--- src/rtl/clksrc_pkg.sv ---
package clksrc_pkg;
  typedef enum logic [1:0] {
    SRC_RING = 2'd0,
    SRC_HS   = 2'd1,
    SRC_SUB  = 2'd2
  } cpu_src_e;

  localparam int REG_CLK  = 0;
  localparam int REG_MODE = 1;
  localparam int REG_RING = 2;
  localparam int REG_HS   = 3;

  localparam int B_SUB_SEL  = 4;
  localparam int B_RSV      = 3;
  localparam int B_HS_HALT  = 7;
  localparam int B_MAIN_REQ = 0;
  localparam int B_MAIN_ST  = 1;
  localparam int B_ERR      = 7;
  localparam int B_RSTOP    = 0;
  localparam int B_HSTOP    = 7;

  typedef struct packed {
    logic sub_sel;
    logic hs_halt;
    logic main_req;
    logic main_stat;
    logic ring_stop;
    logic hs_stop;
    logic err;
  } ctl_state_t;
endpackage

--- src/rtl/clksrc_guard.sv ---
module clksrc_guard
  import clksrc_pkg::*;
#(
  parameter int DATA_W = 8,
  parameter int ADDR_W = 2
) (
  input  logic              wr_en,
  input  logic [ADDR_W-1:0] addr,
  input  logic [DATA_W-1:0] wdata,
  input  ctl_state_t        st,
  output logic              we_clk,
  output logic              we_mode,
  output logic              we_ring,
  output logic              we_hs,
  output logic              viol,
  output logic              err_clr
);
  logic n_sub, n_halt, n_req, n_rstop, n_hstop;
  logic ok_clk, ok_mode, ok_ring, ok_hs, hs_alive, ok_sel;
  logic [3:0] hit;
  logic unused_wbits;

  assign n_sub   = wdata[B_SUB_SEL];
  assign n_halt  = wdata[B_HS_HALT];
  assign n_req   = wdata[B_MAIN_REQ];
  assign n_rstop = wdata[B_RSTOP];
  assign n_hstop = wdata[B_HSTOP];
  assign unused_wbits = ^{wdata[DATA_W-1:0]};

  assign hs_alive = !(st.hs_stop || st.hs_halt);

  // leaving subsystem needs high-speed active as main; R5: halt only on subsystem
  assign ok_clk  = (n_sub || !st.sub_sel || (st.main_stat && st.main_req && !n_halt))
                && (!n_halt || (st.sub_sel && n_sub));
  // never switch main onto a stopped oscillator
  assign ok_mode = (n_req == st.main_req) || (n_req ? hs_alive : !st.ring_stop);

  assign ok_ring = !n_rstop || (st.main_stat && st.main_req);

  assign ok_hs   = !n_hstop || (!st.main_stat && !st.main_req && !st.sub_sel);

  generate
    for (genvar i = 0; i < 4; i++) begin : g_hit
      assign hit[i] = wr_en && (addr == ADDR_W'(i));
    end
  endgenerate

  always_comb begin
    unique case (addr[1:0])
      2'd0:    ok_sel = ok_clk;
      2'd1:    ok_sel = ok_mode;
      2'd2:    ok_sel = ok_ring;
      default: ok_sel = ok_hs;
    endcase
  end

  assign we_clk  = hit[REG_CLK]  && ok_clk;
  assign we_mode = hit[REG_MODE] && ok_mode;
  assign we_ring = hit[REG_RING] && ok_ring;
  assign we_hs   = hit[REG_HS]   && ok_hs;
  assign viol    = wr_en && !ok_sel;
  assign err_clr = we_mode && wdata[B_ERR];
endmodule

--- src/rtl/clksrc_state.sv ---
module clksrc_state
  import clksrc_pkg::*;
#(
  parameter int DATA_W = 8
) (
  input  logic              clk,
  input  logic              rst,
  input  logic              we_clk,
  input  logic              we_mode,
  input  logic              we_ring,
  input  logic              we_hs,
  input  logic              viol,
  input  logic              err_clr,
  input  logic [DATA_W-1:0] wdata,
  output ctl_state_t        st
);
  always_ff @(posedge clk) begin
    if (rst) begin
      st <= '0;
    end else begin
      if (we_clk) begin
        st.sub_sel <= wdata[B_SUB_SEL];
        st.hs_halt <= wdata[B_HS_HALT];
      end
      if (we_mode) st.main_req  <= wdata[B_MAIN_REQ];
      if (we_ring) st.ring_stop <= wdata[B_RSTOP];
      if (we_hs)   st.hs_stop   <= wdata[B_HSTOP];
      st.main_stat <= st.main_req;
      if (viol)         st.err <= 1'b1;
      else if (err_clr) st.err <= 1'b0;
    end
  end

  a_r3_ring_stop_guard: assert property (@(posedge clk) disable iff (rst)
    $rose(st.ring_stop) |-> $past(st.main_stat && st.main_req));
  a_r4_hs_stop_guard: assert property (@(posedge clk) disable iff (rst)
    $rose(st.hs_stop) |-> $past(!st.main_stat && !st.sub_sel));
  a_r5_halt_on_sub: assert property (@(posedge clk) disable iff (rst)
    $rose(st.hs_halt) |-> $past(st.sub_sel));
  a_r6_leave_sub: assert property (@(posedge clk) disable iff (rst)
    $fell(st.sub_sel) |-> $past(st.main_stat && st.main_req));
endmodule

--- src/rtl/clksrc_out.sv ---
module clksrc_out
  import clksrc_pkg::*;
#(
  parameter int DATA_W = 8,
  parameter int ADDR_W = 2
) (
  input  logic              clk,
  input  logic              rst,
  input  logic [ADDR_W-1:0] addr,
  input  ctl_state_t        st,
  output logic [DATA_W-1:0] rdata,
  output logic [1:0]        cpu_src,
  output logic              ring_osc_en,
  output logic              hs_osc_en,
  output logic              periph_ring_div
);
  logic [DATA_W-1:0] rd_mux;

  always_comb begin
    rd_mux = '0;
    unique case (addr[1:0])
      2'd0: begin
        rd_mux[B_SUB_SEL] = st.sub_sel;
        rd_mux[B_HS_HALT] = st.hs_halt;
      end
      2'd1: begin
        rd_mux[B_MAIN_REQ] = st.main_req;
        rd_mux[B_MAIN_ST]  = st.main_stat;
        rd_mux[B_ERR]      = st.err;
      end
      2'd2:    rd_mux[B_RSTOP] = st.ring_stop;
      default: rd_mux[B_HSTOP] = st.hs_stop;
    endcase
  end

  always_ff @(posedge clk) begin
    if (rst) begin
      rdata           <= '0;
      cpu_src         <= SRC_RING;
      ring_osc_en     <= 1'b1;
      hs_osc_en       <= 1'b1;
      periph_ring_div <= 1'b1;
    end else begin
      rdata           <= rd_mux;
      cpu_src         <= st.sub_sel ? SRC_SUB : (st.main_stat ? SRC_HS : SRC_RING);
      ring_osc_en     <= !st.ring_stop;
      hs_osc_en       <= !(st.hs_stop || st.hs_halt);
      periph_ring_div <= !st.sub_sel && !st.main_stat;
    end
  end

  a_r11_hs_alive: assert property (@(posedge clk) disable iff (rst)
    (cpu_src == SRC_HS) |-> hs_osc_en);
  a_r11_ring_alive: assert property (@(posedge clk) disable iff (rst)
    (cpu_src == SRC_RING) |-> ring_osc_en);
  a_r11_legal_code: assert property (@(posedge clk) disable iff (rst)
    cpu_src != 2'd3);
  a_r9_rsv_zero: assert property (@(posedge clk) disable iff (rst)
    $past(addr[1:0] == 2'd0) |-> (rdata[B_RSV] == 1'b0));
endmodule

--- src/rtl/clksrc_ctrl.sv ---
module clksrc_ctrl
  import clksrc_pkg::*;
#(
  parameter int DATA_W = 8,
  parameter int ADDR_W = 2
) (
  input  logic              clk,
  input  logic              rst,
  input  logic              wr_en,
  input  logic [ADDR_W-1:0] addr,
  input  logic [DATA_W-1:0] wdata,
  output logic [DATA_W-1:0] rdata,
  output logic [1:0]        cpu_src,
  output logic              ring_osc_en,
  output logic              hs_osc_en,
  output logic              periph_ring_div
);
  ctl_state_t st;
  logic we_clk, we_mode, we_ring, we_hs, viol, err_clr;

  clksrc_guard #(.DATA_W(DATA_W), .ADDR_W(ADDR_W)) u_guard (
    .wr_en(wr_en), .addr(addr), .wdata(wdata), .st(st),
    .we_clk(we_clk), .we_mode(we_mode), .we_ring(we_ring), .we_hs(we_hs),
    .viol(viol), .err_clr(err_clr)
  );

  clksrc_state #(.DATA_W(DATA_W)) u_state (
    .clk(clk), .rst(rst),
    .we_clk(we_clk), .we_mode(we_mode), .we_ring(we_ring), .we_hs(we_hs),
    .viol(viol), .err_clr(err_clr), .wdata(wdata), .st(st)
  );

  clksrc_out #(.DATA_W(DATA_W), .ADDR_W(ADDR_W)) u_out (
    .clk(clk), .rst(rst), .addr(addr), .st(st), .rdata(rdata),
    .cpu_src(cpu_src), .ring_osc_en(ring_osc_en), .hs_osc_en(hs_osc_en),
    .periph_ring_div(periph_ring_div)
  );
endmodule

--- config.mk ---
export PLATFORM = sky130hd
export DESIGN_NAME = clksrc_ctrl
export DESIGN_NICKNAME = d
export VERILOG_FILES = /design/src/rtl/clksrc_pkg.sv /design/src/rtl/clksrc_guard.sv /design/src/rtl/clksrc_state.sv /design/src/rtl/clksrc_out.sv /design/src/rtl/clksrc_ctrl.sv
export SDC_FILE = /design/constraint.sdc
export NUM_CORES = 1
export LEC_CHECK = 0
export ABC_AREA = 1
export CORE_MARGIN = 10
export CORE_UTILIZATION = 28
export DETAILED_ROUTE_END_ITERATION = 8
export GPL_TIMING_DRIVEN = 0
export PLACE_DENSITY = 0.61
export SLEW_MARGIN = 10
export SYNTH_ARGS = -nofsm -noshare
export SYNTH_HDL_FRONTEND = slang
export SYNTH_HIERARCHICAL = 1
export SYNTH_SLANG_ARGS = --single-unit
--- constraint.sdc ---
create_clock -name clk -period 1.5 [get_ports clk]
set_input_delay 0.3 -clock clk [delete_from_list [all_inputs] [get_ports clk]]
set_output_delay 0.3 -clock clk [all_outputs]
set_load 0.1 [all_outputs]
==> impl_metrics.sql, run 1 <==
INSERT INTO impl_metrics (metric_group, metric, value, unit) VALUES
('detailed_routing', 'drtAntennaViolNets', '0', ''),
('clock_network', 'clock_latency', '0.28', 'ns'),
('global_routing', 'antenna_found_initial', '0', ''),
('clock_network', 'clock_path_buffers', '2', ''),
('yosys', 'synthDominantAreaCellType', 'dfxtp_1', ''),
('placed_design', 'detailed_place_hpwl', '1.54', 'mm'),
('timing', 'setup-violations-final', '0', ''),
('clock_network', 'tritoncts', 'yes', ''),
('detailed_routing', 'route.vias.total', '726', ''),
('critical_path', 'crit_start', 'u_out/rdata[7]', ''),
('yosys', 'netlist_top_cells_area', 'dfxtp_1 41%, nor2_1 12%, nand2_1 12%', ''),
('timing', 'max_slew_margin', '63.4', '%'),
('critical_path', 'critical_path_buf_inv_count', '1', ''),
('detailed_routing', 'route.detailed.drc', '0', ''),
('layout', 'drive_above_1_share', '19.7', '%'),
('clock_network', 'tritoncts_buffer_count', '3', ''),
('global_routing', 'grt_start_max_net_pins', '10', ''),
('yosys', 'sequential_area_share_after_synthesis', '40.5', '%'),
('layout', 'synthToLayoutAreaGrowth', '32.9', '%'),
('detailed_routing', 'routed_wirelength', '1.85', 'mm'),
('timing', 'layout_setup_ws', '0.0501', 'ns'),
('critical_path', 'cp_data_arrival_time', '1.15', 'ns'),
('timing', 'timing_max_transition_violations_final', '0', ''),
('power', 'ir_worst_vdd', '464', 'uV'),
('critical_path', 'timing.setup.critical_path_class', 'reg -> out', ''),
('timing', 'setup-tns-final', '0', 'ns'),
('placed_design', 'place_congestion', '0.776', ''),
('floorplan', 'chipHeight', '73.1', 'um'),
('yosys', 'synth-warning-count', '6', ''),
('yosys', 'postSynthRegisterBits', '16', ''),
('min_path', 'worst_hold_path.num_cells', '1', ''),
('layout', 'layout_net_count', '155', ''),
('detailed_routing', 'routed_via_density', '4.32', ''),
('power', 'p_leak', '0.516', 'nW'),
('run', 'cap_viol_max_count', '0', ''),
('timing', 'grt_setup_unrepaired', 'no', ''),
('clock_network', 'htree_levels', '1', ''),
('layout', 'finish.cell_count_without_fillers', '168', ''),
('yosys', 'syn_inst', '114', ''),
('floorplan', 'die_w', '73.1', 'um'),
('timing', 'period_minus_slack', '1.45', 'ns'),
('clock_network', 'clock_tree.root_cell', 'clkbuf_4', ''),
('placed_design', 'post-place-cells', '164', ''),
('clock_network', 'cts_hold_buffers', '0', ''),
('critical_path', 'worst_path_dominant_cell_family', 'buffers and inverters', ''),
('critical_path', 'regToRegSetupSlack', '0.21', 'ns'),
('yosys', 'yosys.cell_types.count', '16', ''),
('critical_path', 'critical-path-slowest-cell', 'clkdlybuf4s15_2', ''),
('timing', 'achievable-frequency', '690', 'MHz'),
('critical_path', 'r2r-end', 'u_state/st[5]', ''),
('critical_path', 'start_kind', 'flop', ''),
('detailed_routing', 'routed_wire_length_per_instance', '11.0', 'um'),
('run_status', 'outcome', 'completed', ''),
('floorplan', 'floorplan.die_area', '5350', 'um^2'),
('detailed_routing', 'number_of_iterations_in_the_first_detailed_routing_pass', '4', ''),
('clock_network', 'cts.sink_count', '16', ''),
('critical_path', 'crit_path_end_kind', 'output port', ''),
('layout', 'n_antenna_cell', '0', ''),
('min_path', 'holdCritPathClass', 'reg -> reg', ''),
('floorplan', 'initial_core_util', '28.9', '%'),
('placed_design', 'pre_cts_ws', '-0.243', 'ns'),
('global_routing', 'sum_of_overflow_across_all_layers_after_global_routing', '0', ''),
('critical_path', 'worst_path_largest_cell_delay', '0.55', 'ns'),
('yosys', 'postSynthAreaPerCell', '6.94', 'um^2'),
('critical_path', 'timing.critical_path.cells', 'clkdlybuf4s15_2', ''),
('critical_path', 'rr_worst_depth', '7', ''),
('critical_path', 'reg2reg_from', 'u_state/st[4]', ''),
('critical_path', 'critical_path_peak_fanout', '1', ''),
('yosys', 'area_fraction_of_the_dominant_cell_type_after_synthesis', '40.5', '%'),
('detailed_routing', 'detail_route.iter0.violations', '35', ''),
('min_path', 'worstHoldEndpoint', 'u_out/ring_osc_en', '');
kinds of logic after synthesis:
| family | synth area share (%) |
|---|---|
| flip-flops | 40.5 |
| AND/OR/NAND/NOR | 34.0 |
| buffers and inverters | 13.8 |
| adder cells (fa/ha/maj) | 6.33 |
| other | 0.474 |
| AO/OA/AOI/OAI | 4.90 |
flip-flops by register name (all words and copies together), names as in the netlist:
name,cells
u_state/st,7
u_out/hs_osc_en,1
u_out/rdata,4
u_out/ring_osc_en,1
u_out/periph_ring_div,1
u_out/cpu_src,2
repair_timing:
action	in CTS	in global routing
setup endpoints to repair	9	5
resized for setup	27	4
buffers inserted	0	0
power by group:
| group | internal (mW) | leakage [nW] | switching (mW) |
|---|---|---|---|
| Combinational | 0.0575 | 0.365 | 0.149 |
| Sequential | 0.439 | 0.130 | 0.0125 |
| Clock | 0.147 | 0.0210 | 0.128 |
| Total | 0.644 | 0.516 | 0.289 |
through the flow:
stage | area, um^2 | hold slack (ns) | util, % | total power [mW]
after floorplan | 802 | 0.369 | - | 0.613
after global placement | 1000 | 0.422 | 36.6 | 0.665
after detailed placement | 1000 | 0.429 | 36.6 | 0.670
after CTS | 1050 | 0.452 | 38.4 | 0.945
after global routing | 1050 | 0.482 | 38.4 | 0.984
final | 1050 | 0.448 | 38.4 | 0.934
synth_stat cells (all sizes together):
cell and instances:
nor2 28, nand2 25, inv 21, dfxtp 16, nand3 7, o21ai 6
buf 4, ha 4, a21oi 1, conb 1, nor3 1
cell usage in the layout (no fill, tap or decap), types with 2 or more instances in the layout:
master            n
buf_4             4
clkbuf_4          3
clkdlybuf4s15_2   7
clkdlybuf4s18_2   2
clkdlybuf4s50_1   5
conb_1            4
dfxtp_1          16
dlymetal6s2s_1    2
ha_1              4
inv_1            19
inv_2             2
nand2_1          25
nand3_1           3
nand3_2           4
nor2_1           26
nor2_2            2
o21ai_0           2
o21ai_1           3
layer usage:
| metal | global-route usage, % | up-vias | wire length, um |
|---|---|---|---|
| met1 | 6.80 | 321 | 670 |
| met4 | 3.38 | 0 | 16 |
| met5 | 0 | - | 0 |
| met3 | 3.40 | 2 | 193 |
| li1 | - | 379 | - |
| met2 | 12.5 | 24 | 968 |
how the worst max path moves through the flow:
stage               slack [ns]         end
floorplan                 0.29  cpu_src[0]
global placement         -0.22  cpu_src[0]
detailed placement       -0.24   hs_osc_en
CTS                       0.03   hs_osc_en
global route             0.003    rdata[7]
finish                    0.05    rdata[7]
layout make-up:
class                      count  area, um^2
inverter                      21        78.8
tap                           31        38.8
multi-input combinational     76         373
sequential                    16         320
clock buffer                   4        36.3
timing repair buffer          16         174
fill                         296        1680
buffer                         4        30.0
No activity file was read; power rests on OpenSTA's default activity.
==> inputs of run 2 (changes only) <==
--- a/config.mk
+++ b/config.mk
@@ -10,7 +10,6 @@
 export CORE_UTILIZATION = 28
 export DETAILED_ROUTE_END_ITERATION = 8
 export GPL_TIMING_DRIVEN = 0
-export PLACE_DENSITY = 0.61
 export SLEW_MARGIN = 10
 export SYNTH_ARGS = -nofsm -noshare
 export SYNTH_HDL_FRONTEND = slang
==> impl_metrics.sql, run 2 (same netlist as run 1, synthesis figures left out) <==
INSERT INTO impl_metrics (metric_group, metric, value, unit) VALUES
('run_status', 'outcome', 'finished, violations left', ''),
('run_status', 'failing_checks', 'design-rule violations', ''),
('layout', 'drive_above_1_share', '20.4', '%'),
('run', 'cap_viol_max_count', '0', ''),
('floorplan', 'initial_core_util', '28.9', '%'),
('detailed_routing', 'route.vias.total', '703', ''),
('timing', 'max_slew_margin', '63.2', '%'),
('global_routing', 'antenna_found_initial', '0', ''),
('timing', 'worst_max_slew_pin_slew', '0.554', 'ns'),
('global_routing', 'first_pass_grt_wire_length', '2.88', 'mm'),
('power', 'finalPower', '940', 'uW'),
('floorplan', 'die_w', '73.1', 'um'),
('critical_path', 'cp_data_arrival_time', '1.15', 'ns'),
('layout', 'finish.cell_count_without_fillers', '168', ''),
('detailed_routing', 'number_of_iterations_in_the_first_detailed_routing_pass', '6', ''),
('clock_network', 'cts_setup_buffers', '0', ''),
('layout', 'ff_latch_area', '320', 'um^2'),
('layout', 'n_antenna_cell', '0', ''),
('clock_network', 'htree_levels', '1', ''),
('timing', 'period_minus_slack', '1.45', 'ns'),
('clock_network', 'cts_hold_buffers', '0', ''),
('critical_path', 'critical-path-slowest-cell', 'clkdlybuf4s15_2', ''),
('power', 'power.share.switching', '31.4', '%'),
('timing', 'finalHoldWorstSlack', '0.448', 'ns'),
('timing', 'timing_max_transition_violations_final', '0', ''),
('detailed_routing', 'routed_via_density', '4.18', ''),
('layout', 'layout.cell_area.non_filler', '1060', 'um^2'),
('critical_path', 'crit_path_end_kind', 'output port', ''),
('placed_design', 'port_buffers', '16', ''),
('timing', 'grt_setup_unrepaired', 'no', ''),
('clock_network', 'cts.sink_count', '16', ''),
('clock_network', 'clock_path_buffers', '2', ''),
('timing', 'achievable-frequency', '691', 'MHz'),
('power', 'switching_power', '295', 'uW'),
('floorplan', 'chipHeight', '73.1', 'um'),
('clock_network', 'clk_pin_slew', '0.09', 'ns'),
('global_routing', 'sum_of_overflow_across_all_layers_after_global_routing', '0', ''),
('detailed_routing', 'detail_route.iter0.violations', '50', ''),
('timing', 'setup-violations-final', '0', ''),
('layout', 'largest-register', 'u_state/st', ''),
('clock_network', 'tritoncts', 'yes', ''),
('global_routing', 'grt_start_max_net_pins', '10', ''),
('detailed_routing', 'routed_wirelength', '1.79', 'mm'),
('critical_path', 'worst_path_largest_cell_delay', '0.55', 'ns'),
('power', 'ir_worst_vdd', '439', 'uV'),
('layout', 'layout_net_count', '155', ''),
('layout', 'fillerInstances', '294', ''),
('global_routing', 'groute.usage.overall', '6.64', '%'),
('min_path', 'holdCritPathClass', 'reg -> reg', ''),
('clock_network', 'clock_latency', '0.28', 'ns'),
('layout', 'synthToLayoutAreaGrowth', '33.5', '%'),
('detailed_routing', 'route.detailed.drc', '1', ''),
('detailed_routing', 'routed_wire_length_per_instance', '10.7', 'um'),
('layout', 'multi_input_area', '375', 'um^2'),
('detailed_routing', 'drtAntennaViolNets', '0', ''),
('floorplan', 'fp.coreArea', '2730', 'um^2'),
('power', 'sequential_share_of_power', '48.1', '%'),
('critical_path', 'timing.critical_path.cells', 'clkdlybuf4s15_2', ''),
('placed_design', 'placed_cell_area', '1000', 'um^2'),
('power', 'combinational_share_of_power', '22.0', '%'),
('power', 'p_int', '644', 'uW'),
('layout', 'largestRegisters', 'u_state/st x7, u_out/rdata x4, u_out/cpu_src x2', ''),
('clock_network', 'clock_tree.root_cell', 'clkbuf_4', ''),
('clock_network', 'tritoncts_buffer_count', '3', ''),
('floorplan', 'floorplan.die_area', '5350', 'um^2'),
('placed_design', 'detailed_place_hpwl', '1.47', 'mm'),
('critical_path', 'critical_path_peak_fanout', '1', ''),
('floorplan', 'i_o_pins', '26', ''),
('critical_path', 'timing.setup.critical_path_class', 'reg -> out', ''),
('power', 'p_leak', '0.515', 'nW'),
('critical_path', 'worst_path_dominant_cell_family', 'buffers and inverters', ''),
('critical_path', 'critical_path_buf_inv_count', '1', ''),
('placed_design', 'post-place-cells', '164', ''),
('placed_design', 'place_congestion', '0.772', ''),
('critical_path', 'timing.critical_path.required', '1.20', 'ns'),
('layout', 'largest_reg_flops', '7', ''),
('power', 'power.share.clock', '29.9', '%'),
('floorplan', 'row_count', '19', ''),
('global_routing', 'number_of_global_route_vias_before_repair', '693', ''),
('critical_path', 'start_kind', 'flop', ''),
('power', 'p_per_area', '890', 'nW/um^2'),
('layout', 'most-common-layout-cells', '25 x nor2_1, 25 x nand2_1, 19 x inv_1, 16 x dfxtp_1, 9 x clkdlybuf4s15_2', ''),
('timing', 'final-hold-violation-count', '0', ''),
('timing', 'fin_crit_sh', '96.5', '%'),
('timing', 'clock-skew-final', '0.000805', 'ns');
run 2: cell types whose count changed in the layout (fill, tap and decap cells not counted), sizes merged:
cell	before	now
clkdlybuf4s15	7	9
clkdlybuf4s18	2	0
run 2: path summary, 6_finish.rpt:
check / from / slack (ns) / end / cells past startpoint
max: u_out/cpu_src[0] / 0.05 / cpu_src[0] / 1
min: u_state/st[2] / 0.45 / u_out/ring_osc_en / 1
max reg2reg: u_state/st[4] / 0.28 / u_state/st[5] / 7
min reg2reg: u_state/st[2] / 0.45 / u_out/ring_osc_en / 1
run 2: metal layers:
layer | global-route usage [%] | up-vias | share of wire, % | wire, um
li1 | - | 375 | - | -
met1 | 6.66 | 304 | 38 | 686
met2 | 11.2 | 20 | 49 | 876
met3 | 3.67 | 4 | 12 | 209
met4 | 2.53 | 0 | 1.1 | 20
met5 | 0 | - | 0 | 0
run 2: cell type report:
| cell class | count | share of cell area [%] |
|---|---|---|
| Multi-Input combinational cell | 76 | 35.5 |
| Sequential cell | 16 | 30.3 |
| Timing Repair Buffer | 16 | 16.7 |
| Inverter | 21 | 7.46 |
| Tap cell | 31 | 3.67 |
| Clock buffer | 4 | 3.44 |
| Buffer | 4 | 2.84 |
run 2: power groups by stage:
stage               clock network, mW  logic, mW  registers, mW
global placement                    0      0.204          0.461
detailed placement                  0      0.208          0.462
global route                    0.303      0.223          0.454
CTS                             0.287      0.207          0.452
finish                          0.281      0.207          0.452
floorplan                           0      0.112          0.501
run 2: through the flow:
step                      TNS (ns)  worst slack (ns)  util, %
after global routing             0           0.00320     38.6
after global placement       -2.82            -0.224     36.6
final                            0            0.0527     38.6
after CTS                        0            0.0448     38.4
after detailed placement     -3.12            -0.241     36.6
after floorplan                  0             0.291        -
run 2: repair_timing:
action	in CTS	in global routing
endpoints found under the hold margin	0	0
pin swaps	0	0
gates resized for setup	27	3
gates cloned	0	0
setup endpoints to repair	9	3
==> inputs of run 3 (changes only) <==
--- a/config.mk
+++ b/config.mk
@@ -6,6 +6,8 @@
 export NUM_CORES = 1
 export LEC_CHECK = 0
 export ABC_AREA = 1
+export ABC_CLOCK_PERIOD_IN_PS = 1500
+export CORE_ASPECT_RATIO = 1.2
 export CORE_MARGIN = 10
 export CORE_UTILIZATION = 28
 export DETAILED_ROUTE_END_ITERATION = 8
==> impl_metrics.sql, run 3 (same netlist as run 1, synthesis figures left out) <==
INSERT INTO impl_metrics (metric_group, metric, value, unit) VALUES
('run_status', 'outcome', 'completed', ''),
('global_routing', 'sum_of_overflow_across_all_layers_after_global_routing', '0', ''),
('global_routing', 'antenna_found_initial', '0', ''),
('floorplan', 'floorplan.die_area', '5360', 'um^2'),
('critical_path', 'start_kind', 'flop', ''),
('layout', 'n_antenna_cell', '0', ''),
('detailed_routing', 'route.detailed.drc', '0', ''),
('timing', 'setup-tns-final', '0', 'ns'),
('placed_design', 'detailed_place_hpwl', '1.39', 'mm'),
('critical_path', 'regToRegSetupSlack', '0.25', 'ns'),
('min_path', 'holdCritStartpoint', 'u_state/st[2]', ''),
('global_routing', 'grt_use_met1', '6.12', '%'),
('floorplan', 'chipHeight', '78.2', 'um'),
('detailed_routing', 'route.vias.total', '710', ''),
('timing', 'period_minus_slack', '1.45', 'ns'),
('floorplan', 'i_o_pins', '26', ''),
('clock_network', 'tritoncts_buffer_count', '3', ''),
('layout', 'layout.cell_area.non_filler', '1050', 'um^2'),
('layout', 'most_common_cell_after_layout_fill_and_taps_aside', 'nor2_1', ''),
('critical_path', 'worst_path_largest_cell_delay', '0.55', 'ns'),
('placed_design', 'pre_cts_ws', '-0.228', 'ns'),
('detailed_routing', 'routed_wire_length_per_instance', '9.75', 'um'),
('placed_design', 'port_buffers', '16', ''),
('global_routing', 'grt_start_max_net_pins', '10', ''),
('timing', 'layout_setup_ws', '0.0453', 'ns'),
('power', 'power.share.clock', '30.0', '%'),
('critical_path', 'reg2reg_from', 'u_state/st[4]', ''),
('critical_path', 'critical_path_buf_inv_count', '1', ''),
('timing', 'setup-violations-final', '0', ''),
('detailed_routing', 'detail_route.iter0.violations', '14', ''),
('layout', 'layout_net_count', '155', ''),
('min_path', 'worstHoldEndpoint', 'u_out/ring_osc_en', ''),
('layout', 'synthToLayoutAreaGrowth', '33.2', '%'),
('critical_path', 'timing.critical_path.cells', 'clkdlybuf4s15_2', ''),
('critical_path', 'worst_path_dominant_cell_family', 'buffers and inverters', ''),
('timing', 'grt_setup_unrepaired', 'no', ''),
('critical_path', 'cp_data_arrival_time', '1.15', 'ns'),
('power', 'p_leak', '0.507', 'nW'),
('floorplan', 'row_count', '21', ''),
('power', 'p_int', '645', 'uW'),
('power', 'ir_worst_vdd', '378', 'uV'),
('critical_path', 'timing.critical_path.required', '1.20', 'ns'),
('timing', 'timing_max_transition_violations_final', '0', ''),
('critical_path', 'rr_worst_depth', '7', ''),
('clock_network', 'cts_setup_buffers', '0', ''),
('power', 'combinational_share_of_power', '21.8', '%'),
('min_path', 'holdCritPathClass', 'reg -> reg', ''),
('timing', 'achievable-frequency', '687', 'MHz'),
('detailed_routing', 'drtAntennaViolNets', '0', ''),
('timing', 'clock-skew-final', '0.000713', 'ns'),
('floorplan', 'fp.coreArea', '2760', 'um^2'),
('power', 'switching_power', '292', 'uW'),
('floorplan', 'initial_core_util', '28.7', '%'),
('placed_design', 'placed_cell_area', '1000', 'um^2'),
('critical_path', 'timing.setup.critical_path_class', 'reg -> out', ''),
('global_routing', 'first_pass_grt_wire_length', '2.71', 'mm'),
('power', 'power.share.switching', '31.2', '%'),
('critical_path', 'worst-path-stages', '1', ''),
('timing', 'worst_max_slew_pin_slew', '0.559', 'ns'),
('global_routing', 'busiest_layer', 'met2', ''),
('layout', 'post-route-util', '38.2', '%'),
('floorplan', 'die_w', '68.5', 'um'),
('global_routing', 'grt.met2_usage', '11.6', '%'),
('power', 'sequential_share_of_power', '48.1', '%'),
('clock_network', 'clock_path_buffers', '2', ''),
('global_routing', 'number_of_global_route_vias_before_repair', '674', ''),
('clock_network', 'clock_latency', '0.28', 'ns'),
('layout', 'most-common-layout-cells', '26 x nor2_1, 25 x nand2_1, 19 x inv_1, 16 x dfxtp_1, 8 x clkdlybuf4s15_2', ''),
('power', 'p_per_area', '889', 'nW/um^2'),
('critical_path', 'critical_path_peak_fanout', '1', ''),
('clock_network', 'clk_pin_slew', '0.09', 'ns'),
('run', 'cap_viol_max_count', '0', ''),
('clock_network', 'tritoncts', 'yes', ''),
('detailed_routing', 'routed_wirelength', '1.67', 'mm'),
('layout', 'largest-register', 'u_state/st', ''),
('placed_design', 'place_congestion', '0.729', ''),
('layout', 'fillerInstances', '316', ''),
('layout', 'largest_reg_flops', '7', ''),
('timing', 'final-hold-violation-count', '0', ''),
('timing', 'fin_crit_sh', '97.0', '%'),
('clock_network', 'htree_levels', '1', ''),
('timing', 'max_slew_margin', '62.9', '%'),
('clock_network', 'clock_tree.root_cell', 'clkbuf_4', ''),
('global_routing', 'groute.usage.overall', '6.27', '%'),
('detailed_routing', 'number_of_iterations_in_the_first_detailed_routing_pass', '4', ''),
('min_path', 'worst_hold_path.num_cells', '1', ''),
('global_routing', 'globalRouteMet3Util', '1.85', '%'),
('critical_path', 'crit_path_end_kind', 'output port', ''),
('critical_path', 'critical-path-slowest-cell', 'clkdlybuf4s15_2', ''),
('clock_network', 'cts.sink_count', '16', ''),
('layout', 'drive_above_1_share', '19.7', '%'),
('layout', 'largestRegisters', 'u_state/st x7, u_out/rdata x4, u_out/cpu_src x2', ''),
('critical_path', 'r2r-end', 'u_state/st[6]', ''),
('detailed_routing', 'routed_via_density', '4.15', '');
## run 3: changes by cell type in the layout (fill, tap and decap cells not counted)
| cell | previous run | this run |
|---|---|---|
| nor2_1 | 25 | 26 |
| nor2_2 | 3 | 2 |
| clkdlybuf4s18_2 | 0 | 1 |
| clkdlybuf4s15_2 | 9 | 8 |
| clkdlybuf4s50_1 | 5 | 6 |
| dlymetal6s2s_1 | 2 | 1 |
## run 3: power by group through the flow
stage,clock network (mW),registers [mW],logic (mW)
floorplan,0,0.501,0.112
global placement,0,0.461,0.204
detailed placement,0,0.461,0.206
CTS,0.292,0.451,0.205
global route,0.318,0.454,0.220
finish,0.281,0.451,0.204
## run 3: per-layer routing
layer  part of all wire, %  up-vias  wire (um)
li1                      -      374          -
met4                     0        0          0
met5                     0        -          0
met2                    51       14        848
met1                    40      322        672
met3                   8.8        0        147
## run 3: worst max path at each step
| stage | start | to | slack (ns) |
|---|---|---|---|
| finish | u_out/cpu_src[0] | cpu_src[0] | 0.05 |
| CTS | u_out/cpu_src[0] | cpu_src[0] | 0.03 |
| global placement | u_out/cpu_src[0] | cpu_src[0] | -0.22 |
| detailed placement | u_out/cpu_src[0] | cpu_src[0] | -0.23 |
| floorplan | u_out/cpu_src[0] | cpu_src[0] | 0.29 |
| global route | u_out/cpu_src[1] | cpu_src[1] | 0.0007 |
## run 3: repair_timing
action,4_1_cts,5_1_grt
hold buffers,0,0
setup endpoints to repair,9,2
gates resized for setup,27,2
## run 3: area by class of cell
cell class	instances	area (um^2)	share of cell area [%]
flip-flops and latches	16	320	30.4
clock buffers	4	36.3	3.44
well taps	34	42.5	4.04
repair buffers	16	173	16.4
plain buffers	4	30.0	2.85
multi-input cells	76	373	35.4
inverters	21	78.8	7.48
## run 3: through the flow
step                      instances  hold WS [ns]  total power, mW
final                           171         0.453            0.937
after global routing            171         0.483            0.992
after CTS                       171         0.456            0.948
after detailed placement        167         0.433            0.667
after global placement          167         0.418            0.665
after floorplan                 117         0.369            0.613
